File: config.mk
export PLATFORM = sky130hd
export DESIGN_NAME = xfer_cmd_fifo
export DESIGN_NICKNAME = d
export VERILOG_FILES = /design/src/rtl/xfer_pkg.sv /design/src/rtl/xf_byte_store.sv /design/src/rtl/xf_size_ctr.sv /design/src/rtl/xfer_cmd_fifo.sv
export SDC_FILE = /design/constraint.sdc
export NUM_CORES = 1
export LEC_CHECK = 0
export BUFFER_PORTS_ARGS = -buffer_cell sky130_fd_sc_hd__clkbuf_2
export CORE_ASPECT_RATIO = 0.5
export CORE_UTILIZATION = 66
export DETAILED_ROUTE_END_ITERATION = 7
export PLACE_DENSITY = 0.86
export SLEW_MARGIN = 20
export SYNTH_ARGS = -nofsm -noshare
export SYNTH_HDL_FRONTEND = slang
export SYNTH_SLANG_ARGS = --single-unit
export TNS_END_PERCENT = 50
File: constraint.sdc
create_clock -name clk -period 5.17 [get_ports clk]
set_input_delay 0.517 -clock clk [delete_from_list [all_inputs] [get_ports clk]]
set_output_delay 0.517 -clock clk [all_outputs]
set_load 0.03 [all_outputs]
File: src/rtl/xfer_pkg.sv
package xfer_pkg;
   localparam int unsigned BYTE_W      = 8;
   localparam int unsigned RESP_FLAGS  = 2;
   localparam int unsigned CMD_SHIFT   = 5;
   localparam int unsigned CMD_SRC_IDX = 2;

   typedef enum logic [2:0] {
      OP_NONE,
      OP_STATUS,
      OP_FETCH,
      OP_SIZE,
      OP_WRITE,
      OP_READ
   } xfer_op_e;
endpackage

File: src/rtl/xf_byte_store.sv
module xf_byte_store #(
   parameter int unsigned W          = 8,
   parameter int unsigned DEPTH      = 16,
   parameter bit          RESET_DATA = 1'b1,
   localparam int unsigned IW        = $clog2(DEPTH)
) (
   input  logic                 clk,
   input  logic                 rst_n,
   input  logic                 a_en,
   input  logic [IW-1:0]        a_idx,
   input  logic [W-1:0]         a_dat,
   input  logic                 b_en,
   input  logic [IW-1:0]        b_idx,
   input  logic [W-1:0]         b_dat,
   input  logic                 bulk_en,
   input  logic [DEPTH*W-1:0]   bulk_dat,
   output logic [DEPTH*W-1:0]   all_dat
);
   if (DEPTH < 4 || DEPTH != (1 << IW)) begin : g_bad_depth
      $error("xf_byte_store: DEPTH must be a power of two of at least 4");
   end

   for (genvar e = 0; e < DEPTH; e++) begin : g_ent
      logic [W-1:0] ent_q;
      logic         hit_a, hit_b;
      assign hit_a = a_en && (a_idx == IW'(e));
      assign hit_b = b_en && (b_idx == IW'(e));

      if (RESET_DATA) begin : g_rst
         always_ff @(posedge clk or negedge rst_n) begin
            if (!rst_n)       ent_q <= '0;
            else if (bulk_en) ent_q <= bulk_dat[e*W +: W];
            else if (hit_a)   ent_q <= a_dat;
            else if (hit_b)   ent_q <= b_dat;
         end
      end else begin : g_norst
         always_ff @(posedge clk) begin
            if (bulk_en)      ent_q <= bulk_dat[e*W +: W];
            else if (hit_a)   ent_q <= a_dat;
            else if (hit_b)   ent_q <= b_dat;
         end
      end
      assign all_dat[e*W +: W] = ent_q;
   end

   // two ports never aim at one entry in one cycle
   a_r2_port_clash: assert property (@(posedge clk) disable iff (!rst_n)
      !(a_en && b_en && a_idx == b_idx));
endmodule

File: src/rtl/xf_size_ctr.sv
module xf_size_ctr #(
   parameter int unsigned CW = 17
) (
   input  logic                 clk,
   input  logic                 rst_n,
   input  logic                 ld_en,
   input  logic signed [CW-1:0] ld_val,
   input  logic                 inc,
   input  logic                 dec,
   output logic signed [CW-1:0] cnt
);
   if (CW < 6) begin : g_bad_cw
      $error("xf_size_ctr: count too narrow");
   end

   always_ff @(posedge clk or negedge rst_n) begin
      if (!rst_n)     cnt <= '0;
      else if (ld_en) cnt <= ld_val;
      else if (inc)   cnt <= cnt + CW'(1);
      else if (dec)   cnt <= cnt - CW'(1);
   end

   // a write and a read are never both applied to the count
   a_r4_no_inc_dec: assert property (@(posedge clk) disable iff (!rst_n)
      !(inc && dec));
endmodule

File: src/rtl/xfer_cmd_fifo.sv
module xfer_cmd_fifo
   import xfer_pkg::*;
#(
   parameter int unsigned DEPTH = 16,
   parameter int unsigned CNT_W = 17,
   localparam int unsigned PW   = $clog2(DEPTH),
   localparam int unsigned LW   = $clog2(DEPTH + 1),
   localparam int unsigned W    = BYTE_W
) (
   input  logic                    clk,
   input  logic                    rst_n,
   input  logic                    host_wr,
   input  logic [7:0]              host_wdata,
   input  logic                    host_rd,
   input  logic [2:0]              phase,
   input  logic                    cmd_set,
   input  logic                    cmd_clr,
   input  logic                    stat_load,
   input  logic [7:0]              stat_byte,
   input  logic                    cmd_fetch,
   input  logic                    size_load,
   input  logic signed [16:0]      size_val,
   input  logic [3:0]              cmd_idx,
   output logic [7:0]              host_rdata,
   output logic signed [16:0]      xfer_count,
   output logic                    irq,
   output logic [4:0]              cmd_len,
   output logic                    cmd_active,
   output logic [7:0]              resp_flags,
   output logic [7:0]              cmd_byte
);
   if (DEPTH != 16 || CNT_W != 17) begin : g_bad_cfg
      $error("xfer_cmd_fifo: port widths assume DEPTH=16 and CNT_W=17");
   end

   xfer_op_e op;
   logic [PW-1:0] wptr, rptr;
   logic [DEPTH*W-1:0] fifo_all, cmd_all, fetch_img;
   logic signed [CNT_W-1:0] cnt, cnt_ld;
   logic wr_fifo, wr_cmd, rd_ok, data_out;

   always_comb begin
      if (stat_load)      op = OP_STATUS;
      else if (cmd_fetch) op = OP_FETCH;
      else if (size_load) op = OP_SIZE;
      else if (host_wr)   op = OP_WRITE;
      else if (host_rd)   op = OP_READ;
      else                op = OP_NONE;
   end

   assign wr_cmd   = (op == OP_WRITE) && cmd_active && (cmd_len < LW'(DEPTH));
   assign wr_fifo  = (op == OP_WRITE) && !cmd_active && (cnt != CNT_W'(DEPTH - 1));
   assign rd_ok    = (op == OP_READ) && (cnt > 0);
   assign data_out = (phase[2:1] == 2'b00);

   xf_byte_store #(.W(W), .DEPTH(DEPTH), .RESET_DATA(1'b1)) u_fifo_mem (
      .clk(clk), .rst_n(rst_n),
      .a_en(wr_fifo || op == OP_STATUS),
      .a_idx((op == OP_STATUS) ? PW'(0) : wptr),
      .a_dat((op == OP_STATUS) ? stat_byte : host_wdata),
      .b_en(op == OP_STATUS), .b_idx(PW'(1)), .b_dat('0),
      .bulk_en(1'b0), .bulk_dat('0),
      .all_dat(fifo_all));

   for (genvar i = 0; i < DEPTH; i++) begin : g_img
      if (i == 0) begin : g_b0
         assign fetch_img[0 +: W] = fifo_all[CMD_SRC_IDX*W +: W] >> CMD_SHIFT;
      end else begin : g_bn
         assign fetch_img[i*W +: W] = fifo_all[i*W +: W];
      end
   end

   xf_byte_store #(.W(W), .DEPTH(DEPTH), .RESET_DATA(1'b1)) u_cmd_mem (
      .clk(clk), .rst_n(rst_n),
      .a_en(wr_cmd), .a_idx(cmd_len[PW-1:0]), .a_dat(host_wdata),
      .b_en(1'b0), .b_idx('0), .b_dat('0),
      .bulk_en(op == OP_FETCH), .bulk_dat(fetch_img),
      .all_dat(cmd_all));

   always_comb begin
      case (op)
         OP_STATUS: cnt_ld = CNT_W'(2);
         OP_FETCH:  cnt_ld = '0;
         default:   cnt_ld = size_val;
      endcase
   end

   xf_size_ctr #(.CW(CNT_W)) u_cnt (
      .clk(clk), .rst_n(rst_n),
      .ld_en(op == OP_STATUS || op == OP_FETCH || op == OP_SIZE),
      .ld_val(cnt_ld), .inc(wr_fifo), .dec(rd_ok), .cnt(cnt));

   always_ff @(posedge clk or negedge rst_n) begin
      if (!rst_n) begin
         wptr <= '0;
         rptr <= '0;
      end else if (op == OP_STATUS || op == OP_FETCH) begin
         wptr <= '0;
         rptr <= '0;
      end else if (wr_fifo) begin
         wptr <= wptr + PW'(1);
      end else if (rd_ok) begin
         if (cnt == CNT_W'(1)) begin
            wptr <= '0;
            rptr <= '0;
         end else begin
            rptr <= rptr + PW'(1);
         end
      end
   end

   always_ff @(posedge clk or negedge rst_n) begin
      if (!rst_n) begin
         host_rdata <= '0;
         irq        <= 1'b0;
         resp_flags <= '0;
      end else begin
         irq <= rd_ok || (op == OP_STATUS);
         if (rd_ok) host_rdata <= data_out ? 8'h00 : fifo_all[rptr*W +: W];
         if (op == OP_STATUS) resp_flags <= 8'(RESP_FLAGS);
      end
   end

   always_ff @(posedge clk or negedge rst_n) begin
      if (!rst_n) begin
         cmd_len    <= '0;
         cmd_active <= 1'b0;
      end else begin
         if (cmd_clr)      cmd_active <= 1'b0;
         else if (cmd_set) cmd_active <= 1'b1;
         if (op == OP_FETCH) begin
            if (cnt >= 0 && cnt <= CNT_W'(DEPTH)) cmd_len <= cnt[LW-1:0];
            else                                  cmd_len <= '0;
         end else if (cmd_clr) begin
            cmd_len <= '0;
         end else if (wr_cmd) begin
            cmd_len <= cmd_len + LW'(1);
         end
      end
   end

   assign xfer_count = cnt;
   assign cmd_byte   = cmd_all[cmd_idx*W +: W];

   // a full-minus-one FIFO refuses a plain write
   a_r3_no_overflow: assert property (@(posedge clk) disable iff (!rst_n)
      (host_wr && !stat_load && !cmd_fetch && !size_load && !cmd_active
       && xfer_count == 17'sd15) |=> xfer_count == 17'sd15);
   // accepted read lowers count and pulses irq
   a_r4_read_pulse: assert property (@(posedge clk) disable iff (!rst_n)
      (host_rd && !host_wr && !stat_load && !cmd_fetch && !size_load
       && xfer_count > 0) |=> (irq && xfer_count == $past(xfer_count) - 17'sd1));
   // read with nothing to give has no effect
   a_r6_idle_read: assert property (@(posedge clk) disable iff (!rst_n)
      (host_rd && !host_wr && !stat_load && !cmd_fetch && !size_load
       && xfer_count <= 0) |=> ($stable(host_rdata) && !irq && $stable(xfer_count)));
   // command length never passes the buffer size
   a_r8_cmd_len_bound: assert property (@(posedge clk) disable iff (!rst_n)
      cmd_len <= 5'd16);
   // status load leaves exactly two bytes
   a_r9_status_count: assert property (@(posedge clk) disable iff (!rst_n)
      stat_load |=> (xfer_count == 17'sd2 && resp_flags == 8'd2 && irq));
   // fetch empties the FIFO
   a_r10_fetch_clears: assert property (@(posedge clk) disable iff (!rst_n)
      (cmd_fetch && !stat_load) |=> xfer_count == 17'sd0);
endmodule

==> summary.md <==
| Metric | Value |
|---|---|
| Worst stage delay on the critical path | `0.77 ns` |
| Final Cycle Share | `0.7026` |
| Cell count after synthesis | `1506` |
| Layout cells sized above 1 | `0.1554` |
| Top delay family on crit path | `simple AND/OR/NAND/NOR gates` |
| Largest net degree at the start of global routing | `171` |
| Worst EP required | `5.59 ns` |
| Status | `completed` |
| PwrDens | `294.3 mW/mm²` |
| WL final | `46.13 mm` |
| Synth Area per Inst | `10.24 µm²` |
| Initial antenna violation count | `1` |
| Simple-Gate Fraction of Synth Area | `0.1248` |
| Top post-synthesis cells by area | `dfrtp_1, mux2i_1, mux4_2` |
| Antenna-violating nets left | `0` |
| Largest family of logic cells by synthesized area | `multiplexers` |
| Total number of vias | `13.03k` |
| GPL Wtd Cong | `0.9301` |
| PostCTS Resize Cnt | `0` |
| #FFs+latches synth | `297` |
| EDFF count, synth | `0` |
| Starting DRT DRC Count | `2129` |
| Synth top area share | `0.4819` |
| Startpoint type of the worst setup path | `register` |
| Post-synth cell types | `59` |
| Unrepaired setup endpoints after global routing | `false` |
| Grt ovf | `0` |
| Hold Crit Class | `input port to register` |
| Dpl cells | `1794` |
| Worst Path Max Fanout | `19` |
| Cell taking the most area after synthesis | `dfrtp_1` |
| Number of global-route vias before repair | `12.76k` |
| Crit Path Class | `register to register` |
| Post-synthesis adder-cell area fraction | `0.008114` |
| Most numerous cell in the Yosys netlist | `dfrtp_1` |
| Port Buffers | `88` |
| Die area | `0.02402 mm²` |
| H-Tree Depth | `1` |
| Fmax | `275.3 MHz` |
| CORE AREA | `0.02289 mm²` |
| Clock Tree Buf Depth | `3` |
| Power, Total | `4.956 mW` |
| Clk Latency, worst-skew pair | `0.56 ns` |
| Pre-antenna DRT Iters | `6` |
| WP data arrival | `4.05 ns` |
| Yosys warnings | `0` |
| CTS tree | `yes` |
| Crit-path cells | `or4_1 -> or4_1 -> nand2_1 -> buf_4 -> nand2_1 -> nand2_1 -> o22ai_1` |
| Endpoints failing hold | `0` |
| WP buf/inv | `1` |
| Post-CTS Setup Inserts | `0` |
| Mux cell area share after synthesis | `0.2012` |
| Peak supply drop | `0.2325 mV` |
| Commonest cells in the netlist | `dfrtp_1, o21ai_0, nand2_1` |
| Max-Cap Viols | `0` |
| Synth Area in Compound Gates | `0.1421` |
| Fraction of registers with async set/reset | `1.000` |
| Height of the die | `110.1 µm` |
| Sequential area share after synthesis | `0.4819` |
| Hold Buf Count CTS | `1` |
| Static leakage | `8.138 nW` |
| Via density per instance | `7.076` |
| Pins Over Slew Limit | `0` |
| Setup TNS | `0 ns` |
| Worst-path clk slew | `0.07 ns` |
| Clock sinks | `297` |
| First-pass GRT wire length | `70.19 mm` |
| Min Tclk post-route | `3.633 ns` |
| I/O pins | `97` |
| Residual DRC count | `0` |
| Slowest cell on crit path | `or4_1` |
| Top FF cell, synth | `dfrtp_1` |
| Synth Area in XOR/XNOR | `0` |
| Fillers | `1432` |
| Syn-to-layout area delta | `9.176%` |
| # nets final | `1576` |
| Final setup violation count | `0` |
| Effective utilization at floorplan | `0.6738` |
| DP Wirelength | `30.34 mm` |
| Die Wd | `218.2 µm` |
| Gr usage total | `0.3898` |
| Post-synth design cell area | `0.01542 mm²` |
| Row Count | `39` |
| Routed wire per std cell | `25.06 µm` |
| Cts bufs inserted | `26` |
| Most used cell, CP | `nand2_1` |
| Setup Skew | `0.02389 ns` |
| Slew HR | `0.2164` |
| CP Capture Type | `register` |
| Worst slew pin tran | `1.172 ns` |
| End-of-flow core utilization | `0.7357` |
| CTS root buf | `clkbuf_16` |
| Final std cells w/o fill | `1841` |
## metal layers
layer / GRT usage / wire [µm] / up-vias
met3: 0.1413 / 6435 / 223
met5: 0.02917 / 78 / -
met1: 0.4910 / 16680 / 6383
met2: 0.6014 / 20730 / 989
li1: - / - / 5429
met4: 0.1928 / 2210 / 2
## state kept, by name (all words and copies together) (netlist names)
name / cells
irq: 1
wptr: 4
cmd_len: 5
resp_flags: 1
rptr: 4
u_cnt.cnt: 17
host_rdata: 8
u_fifo_mem.g_ent.ent_q: 128
cmd_active: 1
u_cmd_mem.g_ent.ent_q: 128
## power by group
group	internal (mW)	total [mW]	leakage, nW	switching [mW]
Clock	1.08	1.97	0.412	0.891
Combinational	0.176	0.556	3.64	0.380
Sequential	2.37	2.43	4.09	0.0600
## layout by cell type (no fill, tap or decap), drive strengths merged, types with 9 or more instances in the layout
cell / instances
dfrtp: 297
o21ai: 258
nand2: 247
mux2i: 157
clkbuf: 120
mux4: 65
nor2: 58
a21oi: 54
buf: 26
inv: 21
nand3: 16
nand4: 15
nand3b: 11
a221oi: 11
a22oi: 11
nor4: 10
ha: 10
nand2b: 9
or3: 9
nor3: 9
## worst register-to-register path, cell delays in order (launching register included)
cell	delay, ns
dfrtp_1	0.48
or4_1	0.69
or4_1	0.77
nand2_1	0.45
buf_4	0.35
nand2_1	0.31
nand2_1	0.32
o22ai_1	0.13
## kinds of logic after synthesis
kind of cell / Yosys count
simple gates: 424
compound gates: 387
buf+inv: 159
mux: 228
other cells: 1
fa+ha+maj: 10
flops: 297
## through the flow
| stage | setup slack [ns] | area, µm² | hold WS, ns |
|---|---|---|---|
| after floorplan | 1.854 | 15440 | 0.2214 |
| after global placement | 1.440 | 15940 | 0.4503 |
| after detailed placement | 1.203 | 15950 | 0.4655 |
| after CTS | 1.585 | 16800 | 0.1498 |
| after global routing | 1.390 | 16830 | 0.1617 |
| final | 1.537 | 16840 | 0.1635 |
## area by class of cell
type	instances	area, µm²	share of cell area
Antenna cell	2	5.005	0.0002973
Clock buffer	33	716.9	0.04258
Clock inverter	10	117.6	0.006986
Inverter	22	82.58	0.004905
Multi-Input combinational cell	1056	7403	0.4397
Sequential cell	297	7433	0.4415
Tap cell	307	384.1	0.02282
Timing Repair Buffer	114	693.2	0.04117
## final timing paths
| kind | from | end | slack (ns) | cells past startpoint |
|---|---|---|---|---|
| max | u_cnt.cnt[11] | u_cnt.cnt[2] | 1.54 | 7 |
| min | cmd_clr | cmd_active | 0.16 | 2 |
| max reg2reg | u_cnt.cnt[11] | u_cnt.cnt[2] | 1.54 | 7 |
| min reg2reg | host_rdata[7] | host_rdata[7] | 0.47 | 1 |
| max in group asynchronous | rst_n | u_cmd_mem.g_ent[9].ent_q[7] | 3.39 | 3 |
| min in group asynchronous | rst_n | u_cnt.cnt[9] | 0.48 | 2 |
Power figures use the tool's default switching activity.
